[src/rtl/ked_pkg.sv]
package ked_pkg;
    localparam int unsigned DEFAULT_KEY_W = 32;
    localparam logic [31:0] DEFAULT_KEY = 32'h4D43_4850;

    typedef enum logic [1:0] {
        ST_HUNT   = 2'd0,
        ST_ACTIVE = 2'd1,
        ST_REJECT = 2'd2
    } entry_state_e;
endpackage

[src/rtl/ked_sync.sv]
module ked_sync #(
    parameter int unsigned WIDTH = 3,
    parameter int unsigned STAGES = 2,
    parameter logic [WIDTH-1:0] RST_VAL = '0
) (
    input  logic             clk,
    input  logic             rst_n,
    input  logic [WIDTH-1:0] async_in,
    output logic [WIDTH-1:0] sync_out
);
    logic [WIDTH-1:0] stage_q [STAGES];

    for (genvar s = 0; s < STAGES; s++) begin : g_stage
        if (s == 0) begin : g_first
            always_ff @(posedge clk or negedge rst_n) begin
                if (!rst_n) stage_q[s] <= RST_VAL;
                else        stage_q[s] <= async_in;
            end
        end else begin : g_next
            always_ff @(posedge clk or negedge rst_n) begin
                if (!rst_n) stage_q[s] <= RST_VAL;
                else        stage_q[s] <= stage_q[s-1];
            end
        end
    end

    assign sync_out = stage_q[STAGES-1];
endmodule

[src/rtl/ked_shifter.sv]
module ked_shifter #(
    parameter int unsigned KEY_W = 32,
    parameter logic [KEY_W-1:0] KEY = '0
) (
    input  logic clk,
    input  logic rst_n,
    input  logic clr,
    input  logic shift_en,
    input  logic bit_in,
    output logic last_bit,
    output logic match
);
    localparam int unsigned CNT_W = $clog2(KEY_W + 1);

    typedef struct packed {
        logic [KEY_W-1:0] word;
        logic [CNT_W-1:0] cnt;
    } shift_t;

    shift_t sh_d, sh_q;
    logic [KEY_W-1:0] word_next;

    always_comb begin
        sh_d      = sh_q;
        word_next = {bit_in, sh_q.word[KEY_W-1:1]};
        last_bit  = shift_en && (sh_q.cnt == CNT_W'(KEY_W - 1));
        match     = last_bit && (word_next == KEY);
        if (clr) begin
            sh_d = '0;
        end else if (shift_en && (sh_q.cnt < CNT_W'(KEY_W))) begin
            sh_d.word = word_next;
            sh_d.cnt  = sh_q.cnt + CNT_W'(1);
        end
    end

    always_ff @(posedge clk or negedge rst_n) begin
        if (!rst_n) sh_q <= '0;
        else        sh_q <= sh_d;
    end

    p_count_bound_r2: assert property (@(posedge clk) disable iff (!rst_n)
        sh_q.cnt <= CNT_W'(KEY_W));
    p_clear_count_r5: assert property (@(posedge clk) disable iff (!rst_n)
        clr |=> (sh_q.cnt == '0));
endmodule

[src/rtl/lv_entry_detect.sv]
module lv_entry_detect #(
    parameter int unsigned KEY_W = ked_pkg::DEFAULT_KEY_W,
    parameter logic [KEY_W-1:0] KEY = KEY_W'(ked_pkg::DEFAULT_KEY),
    parameter int unsigned SYNC_STAGES = 2
) (
    input  logic clk,
    input  logic rst_n,
    input  logic ser_clk,
    input  logic ser_dat,
    input  logic mode_n,
    input  logic lv_en,
    output logic prog_active,
    output logic enter_pulse
);
    import ked_pkg::*;

    typedef struct packed {
        entry_state_e st;
        logic         sclk_prev;
        logic         pulse;
    } ctl_t;

    ctl_t ctl_d, ctl_q;
    logic [2:0] pins_s;
    logic sclk_s, sdat_s, mode_n_s;
    logic fall, shift_en, last_bit, match;

    ked_sync #(.WIDTH(3), .STAGES(SYNC_STAGES), .RST_VAL(3'b100)) u_sync (
        .clk      (clk),
        .rst_n    (rst_n),
        .async_in ({mode_n, ser_dat, ser_clk}),
        .sync_out (pins_s)
    );

    assign sclk_s   = pins_s[0];
    assign sdat_s   = pins_s[1];
    assign mode_n_s = pins_s[2];
    assign fall     = ctl_q.sclk_prev && !sclk_s;
    assign shift_en = (ctl_q.st == ST_HUNT) && !mode_n_s && lv_en && fall;

    ked_shifter #(.KEY_W(KEY_W), .KEY(KEY)) u_shift (
        .clk      (clk),
        .rst_n    (rst_n),
        .clr      (mode_n_s),
        .shift_en (shift_en),
        .bit_in   (sdat_s),
        .last_bit (last_bit),
        .match    (match)
    );

    always_comb begin
        ctl_d           = ctl_q;
        ctl_d.sclk_prev = sclk_s;
        ctl_d.pulse     = 1'b0;
        if (mode_n_s) begin
            ctl_d.st = ST_HUNT;
        end else begin
            unique case (ctl_q.st)
                ST_HUNT: begin
                    if (match) begin
                        ctl_d.st    = ST_ACTIVE;
                        ctl_d.pulse = 1'b1;
                    end else if (last_bit) begin
                        ctl_d.st = ST_REJECT;
                    end
                end
                ST_ACTIVE: ctl_d.st = ST_ACTIVE;
                ST_REJECT: ctl_d.st = ST_REJECT;
                default:   ctl_d.st = ST_HUNT;
            endcase
        end
    end

    always_ff @(posedge clk or negedge rst_n) begin
        if (!rst_n) ctl_q <= '{st: ST_HUNT, sclk_prev: 1'b0, pulse: 1'b0};
        else        ctl_q <= ctl_d;
    end

    assign prog_active = (ctl_q.st == ST_ACTIVE);
    assign enter_pulse = ctl_q.pulse;

    p_release_exits_r5: assert property (@(posedge clk) disable iff (!rst_n)
        mode_n_s |=> !prog_active);
    p_entry_needs_en_r6: assert property (@(posedge clk) disable iff (!rst_n)
        $rose(prog_active) |-> $past(lv_en));
    p_pulse_single_r7: assert property (@(posedge clk) disable iff (!rst_n)
        enter_pulse |=> !enter_pulse);
    p_pulse_with_flag_r7: assert property (@(posedge clk) disable iff (!rst_n)
        enter_pulse |-> prog_active);
    p_reject_holds_r4: assert property (@(posedge clk) disable iff (!rst_n)
        (ctl_q.st == ST_REJECT && !mode_n_s) |=> !prog_active);
endmodule

[config.mk]
export PLATFORM = sky130hd
export DESIGN_NAME = lv_entry_detect
export DESIGN_NICKNAME = d
export VERILOG_FILES = /design/src/rtl/ked_pkg.sv /design/src/rtl/ked_sync.sv /design/src/rtl/ked_shifter.sv /design/src/rtl/lv_entry_detect.sv
export SDC_FILE = /design/constraint.sdc
export NUM_CORES = 1
export LEC_CHECK = 0
export BUFFER_PORTS_ARGS = -buffer_cell sky130_fd_sc_hd__clkbuf_2
export CAP_MARGIN = 10
export CORE_MARGIN = 5
export CORE_UTILIZATION = 35
export CTS_CLUSTER_SIZE = 12
export DETAILED_ROUTE_END_ITERATION = 10
export GPL_ROUTABILITY_DRIVEN = 0
export MAX_ROUTING_LAYER = met4
export PLACE_DENSITY_LB_ADDON = 0.15
export SLEW_MARGIN = 5
export SYNTH_ARGS = -nofsm -noshare
export SYNTH_HDL_FRONTEND = slang
export SYNTH_SLANG_ARGS = --single-unit
[constraint.sdc]
create_clock -name clk -period 2.3 [get_ports clk]
set_input_delay 0.115 -clock clk [delete_from_list [all_inputs] [get_ports clk]]
set_output_delay 0.115 -clock clk [all_outputs]
set_load 0.005 [all_outputs]
Word-level counts from Yosys, hierarchy flattened
Index checks and enable logic that the tools add are counted.
{"block": "op_classes", "reduce_logical": 11, "n_mul": 0, "div": 0, "add_sub_neg": 1, "magnitude_cmp": 1, "n_eq_ne": 5, "shift": 0, "bitwise_logic": 0, "mux": 9}
{"cell": "$mux W38", "count": 2}
{"cell": "$eq A32 B31 Y1 const B", "count": 1}
{"cell": "$logic_and A1 B1 Y1", "count": 7}
{"cell": "$add A6 B1 Y6 const B", "count": 1}
{"cell": "$eq A6 B5 Y1 const B", "count": 1}
{"cell": "$lt A6 B6 Y1 const B", "count": 1}
{"cell": "$mux W2", "count": 3}
{"cell": "$pmux W2 S3", "count": 1}
{"cell": "$ne A4 B3 Y1 const B", "count": 1}
{"cell": "$mux W1", "count": 3}
{"cell": "$eq A2 B1 Y1 const B", "count": 1}
{"cell": "$eq A2 B2 Y1 const B", "count": 1}
{"cell": "$logic_not A1 Y1", "count": 2}
{"cell": "$logic_not A2 Y1", "count": 1}
{"cell": "$reduce_bool A2 Y1", "count": 1}
{"block": "totals", "ram_bits": 0, "regBits": 48, "latch_bits": 0, "memories": 0, "output_inout_bits": 2, "in_bits": 6, "mem_bits_ro": 0}

Logic depth before layout (Yosys ltp)
Gate-level depths: netlist of run 1.
{"block": "logic_depth", "depth_word": 9, "depth_mapped": 6, "ltp_nobuf": 5}

Cells and area by module
A second synthesis of run 1 with hierarchy kept.
{"block": "hier_totals", "cells_unflattened": 201, "area_unflattened_um2": 1966.9}
{"module": "ked_shifter", "cells_each": 179, "n_inst": 1, "area_per_inst_um2": 1624.1}
{"module": "ked_sync", "cells_each": 9, "n_inst": 1, "area_per_inst_um2": 175.2}
{"module": "lv_entry_detect", "cells_each": 13, "n_inst": 1, "area_per_inst_um2": 167.7}

Worst setup path after synthesis of run 1
OpenSTA, ideal clock, no wires.
{"block": "synth_path", "kind": "reg-to-reg", "startpoint": "register ctl_q[2] (netlist name)", "endpoint": "register u_shift.sh_q[35] (netlist name)", "path_slack_ns": 0.880, "t_required_ns": 2.222, "setup_time_ns": 0.078, "path_stages_with_launch": 7, "t_arrival_ns": 1.342, "path_cell_list": "dfrtp_1 -> nor4b_4 -> and2_1 -> buf_4 -> buf_6 -> nand2_1 -> a21oi_1"}
{"block": "synth_between", "elab_chain_cells": 6}
{"element": "from (decl)", "line_no": "lv_entry_detect.sv:23", "source": "ctl_t ctl_d, ctl_q;"}
{"element": "from (signal assigned)", "line_no": "lv_entry_detect.sv:75", "source": "if (!rst_n) ctl_q <= '{st: ST_HUNT, sclk_prev: 1'b0, pulse: 1'b0};"}
{"element": "from (signal assigned)", "line_no": "lv_entry_detect.sv:76", "source": "else ctl_q <= ctl_d;"}
{"element": "$logic_not A2 Y1", "line_no": "lv_entry_detect.sv:39", "source": "assign shift_en = (ctl_q.st == ST_HUNT) && !mode_n_s && lv_en && fall;"}
{"element": "$logic_and A1 B1 Y1 (3 in series)", "line_no": "lv_entry_detect.sv:39"}
{"element": "$logic_and A1 B1 Y1", "line_no": "ked_shifter.sv:30", "source": "end else if (shift_en && (sh_q.cnt < CNT_W'(KEY_W))) begin"}
{"element": "$reduce_bool A2 Y1 (no line)"}
{"element": "to (decl)", "line_no": "ked_shifter.sv:20", "source": "shift_t sh_d, sh_q;"}
No other way between the ends.
A chain may end at the register's enable or synchronous reset.

Final worst setup path of run 1
{"block": "layout_path", "startpoint": "register ctl_q[2] (netlist name)", "endpoint": "register u_shift.sh_q[0] (netlist name)"}
Same word-level chain as after synthesis.

==> results of run 1 <==
[per-stage QoR]
step                cell area (sq um)  setup WS (ns)  utilization, %
floorplan                        1940          0.880               -
global placement                 2050          0.653            37.7
detailed placement               2050          0.613            37.7
CTS                              2230          0.599            41.0
global route                     2230          0.475            41.0
finish                           2230          0.612            41.0
[cells by family (layout without fill, tap and decap cells)]
family,Yosys count,in the layout
adders and majority gates,1,1
and+or+nand+nor,94,94
AOI/OAI and AO/OA,35,35
xor gates and xnor gates,4,4
buffers and inverters,12,25
DFF,47,47
[cell type report]
type                            instances  area, sq um
Sequential cell                        47         1180
Inverter                                1         3.75
Clock inverter                          3         67.6
Multi-Input combinational cell        134          694
Timing Repair Buffer                   16          125
Fill cell                             522         3210
Clock buffer                            5         68.8
Tap cell                               72         90.1
[worst max-delay path, delay by kind of cell, from the launching register on]
family | cells | cell delay, ns
DFF | 1 | 0.42
buffers and inverters | 1 | 0.33
xor gates and xnor gates | 1 | 0.17
and+or+nand+nor | 3 | 0.66
[layout by cell type (no fill, tap or decap)]
cell type,n
sky130_fd_sc_hd__clkinvlp_4,1
sky130_fd_sc_hd__and2_1,1
sky130_fd_sc_hd__clkbuf_2,7
sky130_fd_sc_hd__and3_1,3
sky130_fd_sc_hd__nand3b_1,1
sky130_fd_sc_hd__and4_1,1
sky130_fd_sc_hd__nand3_1,3
sky130_fd_sc_hd__inv_1,1
sky130_fd_sc_hd__nor3b_2,1
sky130_fd_sc_hd__nor2_1,6
sky130_fd_sc_hd__nand4_1,2
sky130_fd_sc_hd__bufinv_16,2
sky130_fd_sc_hd__and4b_1,2
sky130_fd_sc_hd__xnor2_1,1
sky130_fd_sc_hd__ha_1,1
sky130_fd_sc_hd__dlygate4sd3_1,4
sky130_fd_sc_hd__xor2_1,3
sky130_fd_sc_hd__nor2b_1,1
sky130_fd_sc_hd__buf_4,4
sky130_fd_sc_hd__buf_12,1
sky130_fd_sc_hd__a41oi_1,1
sky130_fd_sc_hd__o21ba_1,1
sky130_fd_sc_hd__nor4b_1,3
sky130_fd_sc_hd__dfrtp_1,45
sky130_fd_sc_hd__nor4b_4,1
sky130_fd_sc_hd__a21oi_1,32
sky130_fd_sc_hd__nand3_2,1
sky130_fd_sc_hd__nor4_2,1
sky130_fd_sc_hd__nor4_1,2
sky130_fd_sc_hd__nand2_1,65
sky130_fd_sc_hd__clkbuf_8,5
sky130_fd_sc_hd__dfstp_2,2
sky130_fd_sc_hd__a2111oi_0,1
[repair_timing]
item / 4_1_cts / 5_1_grt
gates resized for setup: 0 / 0
hold buffers: 4 / 0
endpoints found under the hold margin: 26 / 0
[worst max path at each step]
| stage | from | to | slack [ns] | cells past startpoint |
|---|---|---|---|---|
| 2_1_floorplan | ctl_q[2]$_DFFE_PN0P_ | u_shift.sh_q[35]$_DFFE_PN0P_ | 0.88 | 6 |
| 3_3_place_gp | ctl_q[2]$_DFFE_PN0P_ | u_shift.sh_q[0]$_DFFE_PN0P_ | 0.65 | 5 |
| 3_5_place_dp | ctl_q[2]$_DFFE_PN0P_ | u_shift.sh_q[0]$_DFFE_PN0P_ | 0.61 | 5 |
| 4_1_cts | ctl_q[2]$_DFFE_PN0P_ | u_shift.sh_q[27]$_DFFE_PN0P_ | 0.60 | 5 |
| 5_1_grt | ctl_q[2]$_DFFE_PN0P_ | u_shift.sh_q[35]$_DFFE_PN0P_ | 0.48 | 5 |
| 6_report | ctl_q[2]$_DFFE_PN0P_ | u_shift.sh_q[0]$_DFFE_PN0P_ | 0.61 | 5 |
[state kept, by name, summed over array words and instances (netlist names)]
register and count:
ctl_q 3, enter_pulse 1, u_sync.stage_q 3, u_sync.sync_out 3, u_shift.sh_q 37
[per-layer routing]
metal	part of all wire, %	vias to the layer above	wire (um)
met3	2.3	5	82
li1	-	665	-
met1	46	666	1670
met2	50	8	1820
met4	1.2	0	44
met5	0	-	0
[power by group through the flow]
stage                     clock network [mW]  registers, mW  logic, mW
after floorplan                            0          0.855     0.0262
after global placement                     0          0.855     0.0536
after detailed placement                   0          0.855     0.0558
after CTS                              0.735          0.839     0.0612
after global routing                   0.771          0.840     0.0680
final                                  0.712          0.839     0.0596
==> flow_results.org, run 1 <==
** Synth
- Yosys mapped a number of flops with a built-in enable equal to 0.
- The synthesized netlist devotes 0.644% of its cell area to adder and majority cells.
- The synthesized netlist devotes 9.65% of its cell area to compound gates.
- Area fraction in and, or, nand and nor cells after synthesis :: 23.6%
- Area share of the leading cell type in the synthesized netlist :: 57.9%
- The Yosys step of the flow raised 0 warnings.
- The share of the Yosys chip area taken by registers is 60.6%.
- By count the netlist is led by sky130_fd_sc_hd__nand2_1 (65), sky130_fd_sc_hd__dfrtp_1 (45), sky130_fd_sc_hd__a21oi_1 (32).
- The netlist uses 29 different library cells.
- Mean instance size in the synthesized netlist :: 10.1 sq um
- The number of nets in the synthesized netlist is 200.
- Share of synthesized flip-flops with an asynchronous set or reset :: 100%
- Post-Synth XOR/XNOR Area :: about 1.8%
- Summed over all instances, the cell type with the most area after synthesis is sky130_fd_sc_hd__dfrtp_1.
- Largest family of logic cells by synthesized area :: simple AND/OR/NAND/NOR gates
- Ranked by total cell area, the synthesized netlist is headed by sky130_fd_sc_hd__dfrtp_1 (58%), sky130_fd_sc_hd__nand2_1 (13%), sky130_fd_sc_hd__a21oi_1 (8.2%).
- Dominant register cell in the synthesized netlist :: sky130_fd_sc_hd__dfrtp_1
- Flip-flop and latch count after synthesis :: 47
- Leading cell type by number of instances after synthesis :: sky130_fd_sc_hd__nand2_1
- Post-Syn Area :: 0.00194 sq mm
- Multiplexer cells account for 0% of the synthesized area.
- Cells after synthesis :: 193

** Timing
- The smallest clock period supported by the final layout is computed as 1.69 ns.
- RSZ-0062 raised after global routing :: false
- Of the available clock period, the critical path in the final layout requires approximately three quarters.
- For this run, the top clock speed supported by timing is 592 MHz.
- Tightest slew margin relative to the limit :: 59.0%
- For the pin with the worst max-slew slack, the measured transition is 0.616 ns.
- Setup violations remaining at the end of the flow were counted as 0.
- Adding up every negative setup slack in the final design gives 0 ns.
- The final count of hold timing violations was 0.
- Min Hold Slack :: 0.267 ns
- On the final layout, the worst clock skew is between 0.008 and 0.009 ns.
- The count of pins over their slew limit was 0.

** Final layout
- The repair_antennas step left the layout with diodes totalling 0.
- Area Overhead vs Synth :: 14.6%
- Non-filler instance count after layout :: around 280
- After the last flow step, the layout net total stands at 212.
- In the final layout, the share of cells above drive strength 1 is 12.6%.

** Die
- The core region is 0.00544 sq mm.
- Die width :: 84.5 um
- Die Ht :: 84.5 um
- Initial cell density of the core :: 35.7%
- The floorplan has 27 rows.
- Die ar. :: around 0.007 sq mm
- Pin placement for this block handled 8 I/O pins.

** Global route
- For met2 alone, demand over resource in global routing was 17.6%.
- Summed over all layers, the global routing overflow is 0.
- Entering global routing, the biggest net connects 40 pins.
- met2 is the most crowded layer.
- For this run, global-route usage on met1 was measured as 13.8%.
- Via count of the first global-routing pass :: 1425
- The first global-routing pass estimated 6.33 mm of wire.
- GR met3 Demand/Resource :: 3.24%
- Global routing used a little under an eighth of the available tracks.
- Antenna violations before repair :: 0

** Drt
- Total wire length after detailed routing :: between 3 and 4 mm
- The first routing iteration left 80 violations.
- Number of DRC violations after detailed routing :: 0
- The count of nets left with antenna violations once routing finished came out at 0.
- The pre-antenna-repair detailed-routing pass consisted of 4 iterations.
- Dividing the detail-routed wire length by the instance count gives 13.0 um.
- Total number of vias :: 1344
- Vias per inst :: 4.83

** Clocking
- The clock net in this run drives a total of 47 sinks.
- Clock tree from TritonCTS :: yes
- Clock root buffer :: sky130_fd_sc_hd__clkbuf_8
- Clock-pin transition on the worst setup and hold timing paths :: roughly 0.09 ns
- Counting the buffers created by CTS gives 5.
- The clock tree synthesis step divided the H-tree into 2 levels.
- Clock buffer depth :: 2
- In this run the post-CTS setup repair buffer count came out at 0.
- The clock reaches the later pin of the worst-skew pair after 0.30 ns.

** Pwr
- Design internal power :: between 1 and 1.5 mW
- Power density over the cells :: 723 mW/mm^2
- The analysis attributes to net switching a power of ~320 uW.
- In this run the static leakage power is 0.947 nW.
- Clock share of power :: between 40% and 50%
- Of the total power, the share spent switching nets is 20.1%.
- IR analysis of the VDD net gives a maximum drop of 0.371 mV.
- Sequential cells burn a little over half of the power.
- Relative contribution of combinational cells to total power :: under 10%
- Power comes to 1.61 mW.

** Worst setup path
- Critical Setup Path Class :: reg -> reg
- Slowest-stage cell, CP :: sky130_fd_sc_hd__dfrtp_1
- Critical path cell sequence :: nor4b_4 -> and2_1 -> buf_4 -> xnor2_1 -> nor2_1
- The worst setup path is launched from a flop.
- Counting cells, the worst reg-to-reg path comes to 5.
- For this run, the slowest stage of the critical path takes 0.42 ns.
- Reg-to-reg setup timing slack :: 0.61 ns
- Data arrival time at the worst-slack endpoint :: 1.87 ns
- CP Data Required Time :: 2.48 ns
- Endpoint of the lowest-slack register-to-register path :: u_shift.sh_q[0]$_DFFE_PN0P_
- FF-to-FF Start :: ctl_q[2]$_DFFE_PN0P_
- Max FO, Critical Path :: 33
- Endpoint kind of the worst setup timing path :: flop

** Placed design
- I/O Buffers :: 7
- Detailed placement finished with a half-perimeter wire length of about 2.4 mm.
- Placed cell count :: approximately 270

** Worst hold path
- Endpoint of the worst hold path :: u_shift.sh_q[5]$_DFFE_PN0P_
- Hold Crit Start :: lv_en
- Min-Delay Path Class :: in -> reg
- Worst hold path cell count :: 4

** Run
- Number of max-cap violations :: 0

** Run status
- The flow ran to the end, and the final reports show no timing, DRC or antenna violations.
Power figures use the tool's default switching activity.
==> run 2: changes to the inputs <==
--- a/config.mk
+++ b/config.mk
@@ -5,6 +5,7 @@
 export SDC_FILE = /design/constraint.sdc
 export NUM_CORES = 1
 export LEC_CHECK = 0
+export ABC_AREA = 1
 export BUFFER_PORTS_ARGS = -buffer_cell sky130_fd_sc_hd__clkbuf_2
 export CAP_MARGIN = 10
 export CORE_MARGIN = 5
==> constraint.sdc (replaced) <==
create_clock -name clk -period 1.7 [get_ports clk]
set_input_delay 0.085 -clock clk [delete_from_list [all_inputs] [get_ports clk]]
set_output_delay 0.085 -clock clk [all_outputs]
set_load 0.005 [all_outputs]
==> run 2 against run 1 <==
- via count grew 18%
- highest routed layer unchanged
- first-iteration DRC count up 2.5%
- synthesized cell count up 23%
- final cell count increased by 18%
- clock power is 3.5% lower
- wire length grew 17%
==> flow_results.org, run 2 <==
** Run status
- The flow ran to the end, and the final reports show no timing, DRC or antenna violations.

** Pwr
- The clock network is responsible for 35.7% of the overall power.
- Switching Power :: ~430 uW
- Flop pwr share :: 59.0%
- Total power consumption of the routed design :: 1.92 mW
- The share of total power dissipated in combinational logic is 5.3%.
- Internal power comes to 1.49 mW.
- Leakage :: 1.03 nW
- Switching fraction of total power :: 22.6%
- Worst VDD drop :: 0.432 mV
- For this design the ratio of total power to cell area is 811 mW/mm^2.

** Placed design
- At the placement stage, the worst setup path has a slack of 0.232 ns.
- Input and output buffers added on the ports amount to 7.
- The number of placed instances, taps included, is approximately 320.
- The wire-length estimate of the detail-placed layout is 2.81 mm.
- Summing all placed instances gives a cell area of 0.00224 sq mm.

** Global route
- The via count of the first global-routing pass was 1573.
- Overall fraction of global-route tracks in use :: 13.0%
- First-pass GRT wire length :: 7.53 mm
- Pin count of the biggest net entering global routing :: 48
- The number of antenna violations at the first check in global routing is 0.
- After global routing the overflow that remains totals 0.

** Synth
- Summed over all instances, the cell type with the most area after synthesis is sky130_fd_sc_hd__dfrtp_1.
- The cell count after synthesis came out at 237.
- In the synthesized netlist, mux cells make up 0% of the area.
- Post-Syn Area :: approximately 0.0021 sq mm
- After Yosys synthesis, and, or, nand and nor cells account for 23.0% of the synthesized area.
- Counting instances in the post-synthesis netlist gives the leading cell types as sky130_fd_sc_hd__dfrtp_1 (45), sky130_fd_sc_hd__nand3_1 (36), sky130_fd_sc_hd__nand2_1 (32).
- Flip-flop and latch count after synthesis :: 47
- Biggest area contributors in the synthesized netlist :: sky130_fd_sc_hd__dfrtp_1 (54%), sky130_fd_sc_hd__nand3_1 (8.6%), sky130_fd_sc_hd__nand2_1 (5.7%)
- After synthesis, the netlist uses 25 different library cells.
- Dominant register cell in the synthesized netlist :: sky130_fd_sc_hd__dfrtp_1
- Of the post-synthesis cell area, the dominant cell type holds 53.7%.
- Proportion of synthesized chip area in sequential cells :: a little under three fifths
- Mean instance size in the synthesized netlist :: 8.85 sq um
- The number of nets handed over by synthesis was about 240.
- The synthesized netlist devotes between 10% and 20% of its cell area to compound gates.
- In the post-synthesis netlist, the cell with the most instances is sky130_fd_sc_hd__dfrtp_1.
- Post-Synth XOR/XNOR Area :: 0%
- By area, the combinational part of the netlist is dominated by simple AND/OR/NAND/NOR gates.
- The synthesized netlist devotes 0.596% of its cell area to adder and majority cells.
- Counting flops with a built-in enable in the synthesized netlist gives 0.
- Number of warnings issued by yosys :: 0
- Share of synthesized flip-flops with an asynchronous set or reset :: 100%

** Worst setup path
- STA classifies the critical path startpoint as a flop.
- The setup check on the worst reg-to-reg path leaves a slack of around 0.23 ns.
- Max FO, Critical Path :: 17
- On the critical path the largest part of the delay comes from flip-flops.
- The signal on the critical path passes through nor2_2 -> nand2_2 -> nor2_4 -> nand2_4 -> clkinv_2 -> buf_12 -> nand3_1 -> o21ai_0.
- Data on the critical path is required at its endpoint by 1.87 ns.
- The worst setup path is of the reg -> reg kind.
- Slowest-stage cell, CP :: sky130_fd_sc_hd__dfstp_2
- The worst setup path is captured at a flop.
- Counting both buffers and inverters, the worst setup path holds a total of 2.
- Data arrival time at the worst-slack endpoint :: 1.64 ns
- Crit path largest cell delay :: between 0.5 and 0.6 ns

** Timing
- Min Hold Slack :: 0.212 ns
- The count of pins over their slew limit is 0.
- Setup total negative slack on the finished layout was measured at 0 ns.
- Setup violations remaining at the end of the flow were counted as 0.
- Headroom to the max-slew limit came out at 76.0%.
- Top achievable clock speed :: 680 MHz
- Once routing completed, OpenROAD measured the worst setup slack at 0.230 ns.
- Final period demand of the worst path :: 1.47 ns
- Portion of the clock cycle consumed by the worst path in the final layout :: 86.5%
- Worst Clk Skew :: roughly 0.0072 ns
- Setup repair after global routing left no endpoint under its margin.
- The final count of hold timing violations was 0.
- For the pin with the worst max-slew slack, the measured transition is 0.360 ns.

** Die
- The die covers 0.00764 sq mm.
- The die is 87.4 um tall.
- After floorplanning, the core was divided into 28 placement rows.
- The floorplan step set the die width to 87.4 um.
- 8 I/O pins were placed.
- For this configuration, the core starts out at a cell density of 35.7%.
- Core Footprint :: 0.00589 sq mm

** Drt
- Total wire length after detailed routing :: between 4 and 5 mm
- Iteration-0 DRC Markers :: 82
- Number of DRC violations after detailed routing :: 0
- The routed layout has 1581 vias.
- Routed len/inst :: ~13 um
- Before antenna repair, the detailed router went through 4 iterations.
- Antenna-violating nets left :: 0
- After detailed routing, the number of vias per cell comes to 4.82.

** Worst hold path
- Min-Delay Path Class :: in -> reg

** Clocking
- At the later pin of the worst-skew pair, clock insertion delay measures 0.29 ns.
- Clock root buffer :: sky130_fd_sc_hd__clkbuf_8
- Clock-pin transition on the worst setup and hold timing paths :: 0.08 ns
- Setup bufs post-CTS :: 0
- Clock tree from TritonCTS :: yes
- Number of levels the H-tree was split into :: 2
- Clock buffer depth :: 2
- # clock sinks :: 47
- Gates resized during post-CTS repair numbered 0.
- The number of clock buffers added by TritonCTS is 5.

** Final layout
- Share of post-route cells with drive strength above 1 :: 12.3%
- Number of flip-flops under the largest register name :: 37
- Non-filler instance count after layout :: 328
- Fill cells in the final layout number 598.
- Leading cell type in the layout, fill and taps excluded :: sky130_fd_sc_hd__dfrtp_1
- Leaving out fill and tap cells, the most frequent cells in the layout are sky130_fd_sc_hd__dfrtp_1 (45), sky130_fd_sc_hd__nand3_1 (36), sky130_fd_sc_hd__nand2_1 (32).
- Final layout net count :: ~260
- Largest Register :: u_shift.sh_q
- 0 antenna diodes ended up in the layout.
- The finished cells cover 0.00237 sq mm.
- Measured on the finished design, the core utilization comes to slightly above 40%.
- Area Overhead vs Synth :: 13.1%

** Run
- Number of max-cap violations :: 0
-- run 2: cell count changes after synthesis, sizes merged, moves of 4 or more --
| cell | previous run | this run |
|---|---|---|
| nor2 | 6 | 23 |
| nand3 | 4 | 36 |
| o31ai | 0 | 9 |
| nand2 | 65 | 35 |
| nor3 | 0 | 5 |
| o21ai | 0 | 26 |
| a21oi | 32 | 5 |
| inv | 1 | 31 |
| nor4b | 4 | 0 |
-- run 2: power groups by stage --
| stage | clock network, mW | registers (mW) | logic, mW |
|---|---|---|---|
| 5_1_grt | 0.781 | 1.14 | 0.116 |
| 3_5_place_dp | 0 | 1.16 | 0.0979 |
| 4_1_cts | 0.720 | 1.14 | 0.105 |
| 2_1_floorplan | 0 | 1.16 | 0.0466 |
| 3_3_place_gp | 0 | 1.16 | 0.0981 |
| 6_report | 0.687 | 1.14 | 0.102 |
-- run 2: tightest hold or removal path: cells and delay by family --
kind	cells	cell delay (ns)
and+or+nand+nor	3	0.24
AOI/OAI and AO/OA	1	0.06
buffers and inverters	1	0.08
-- run 2: cell type report --
class | count | area (sq um) | share of cell area (%)
Multi-Input combinational cell | 147 | 731 | 30.8
Clock inverter | 1 | 5.00 | 0.211
Tap cell | 75 | 93.8 | 3.96
Clock buffer | 7 | 86.3 | 3.64
Inverter | 33 | 125 | 5.27
Timing Repair Buffer | 18 | 153 | 6.43
Sequential cell | 47 | 1180 | 49.7
-- run 2: cells by family (layout without fill, tap and decap cells) --
| family | count (synthesis) | after routing |
|---|---|---|
| AO/OA/AOI/OAI | 41 | 41 |
| adder cells (fa/ha/maj) | 1 | 1 |
| buffers and inverters | 43 | 59 |
| flip-flops | 47 | 47 |
| AND/OR/NAND/NOR | 105 | 105 |
-- run 2: layer usage --
metal,share of wire (%),up-vias,global-route usage (%)
met1,52,758,18.2
met4,0.50,0,2.93
met5,0,-,-
met3,2.4,2,3.12
met2,45,15,19.0
li1,-,806,-
-- run 2: timing repair --
action	CTS	global route
setup endpoints to repair	0	0
endpoints found under the hold margin	48	0
hold buffers	4	0
-- run 2: path summary, 6_finish.rpt --
kind                                              start                            to  depth (start not counted)
hold reg to reg             u_sync.stage_q[3]$_DFF_PN0_  u_sync.sync_out[0]$_DFF_PN0_                          0
min in group asynchronous                         rst_n  u_shift.sh_q[22]$_DFFE_PN0P_                          3
setup reg to reg           u_sync.sync_out[2]$_DFF_PN1_   u_shift.sh_q[7]$_DFFE_PN0P_                          8
max in group asynchronous                         rst_n  u_sync.sync_out[2]$_DFF_PN1_                          3
setup / recovery           u_sync.sync_out[2]$_DFF_PN1_   u_shift.sh_q[7]$_DFFE_PN0P_                          8
hold / removal                                    lv_en   u_shift.sh_q[5]$_DFFE_PN0P_                          5
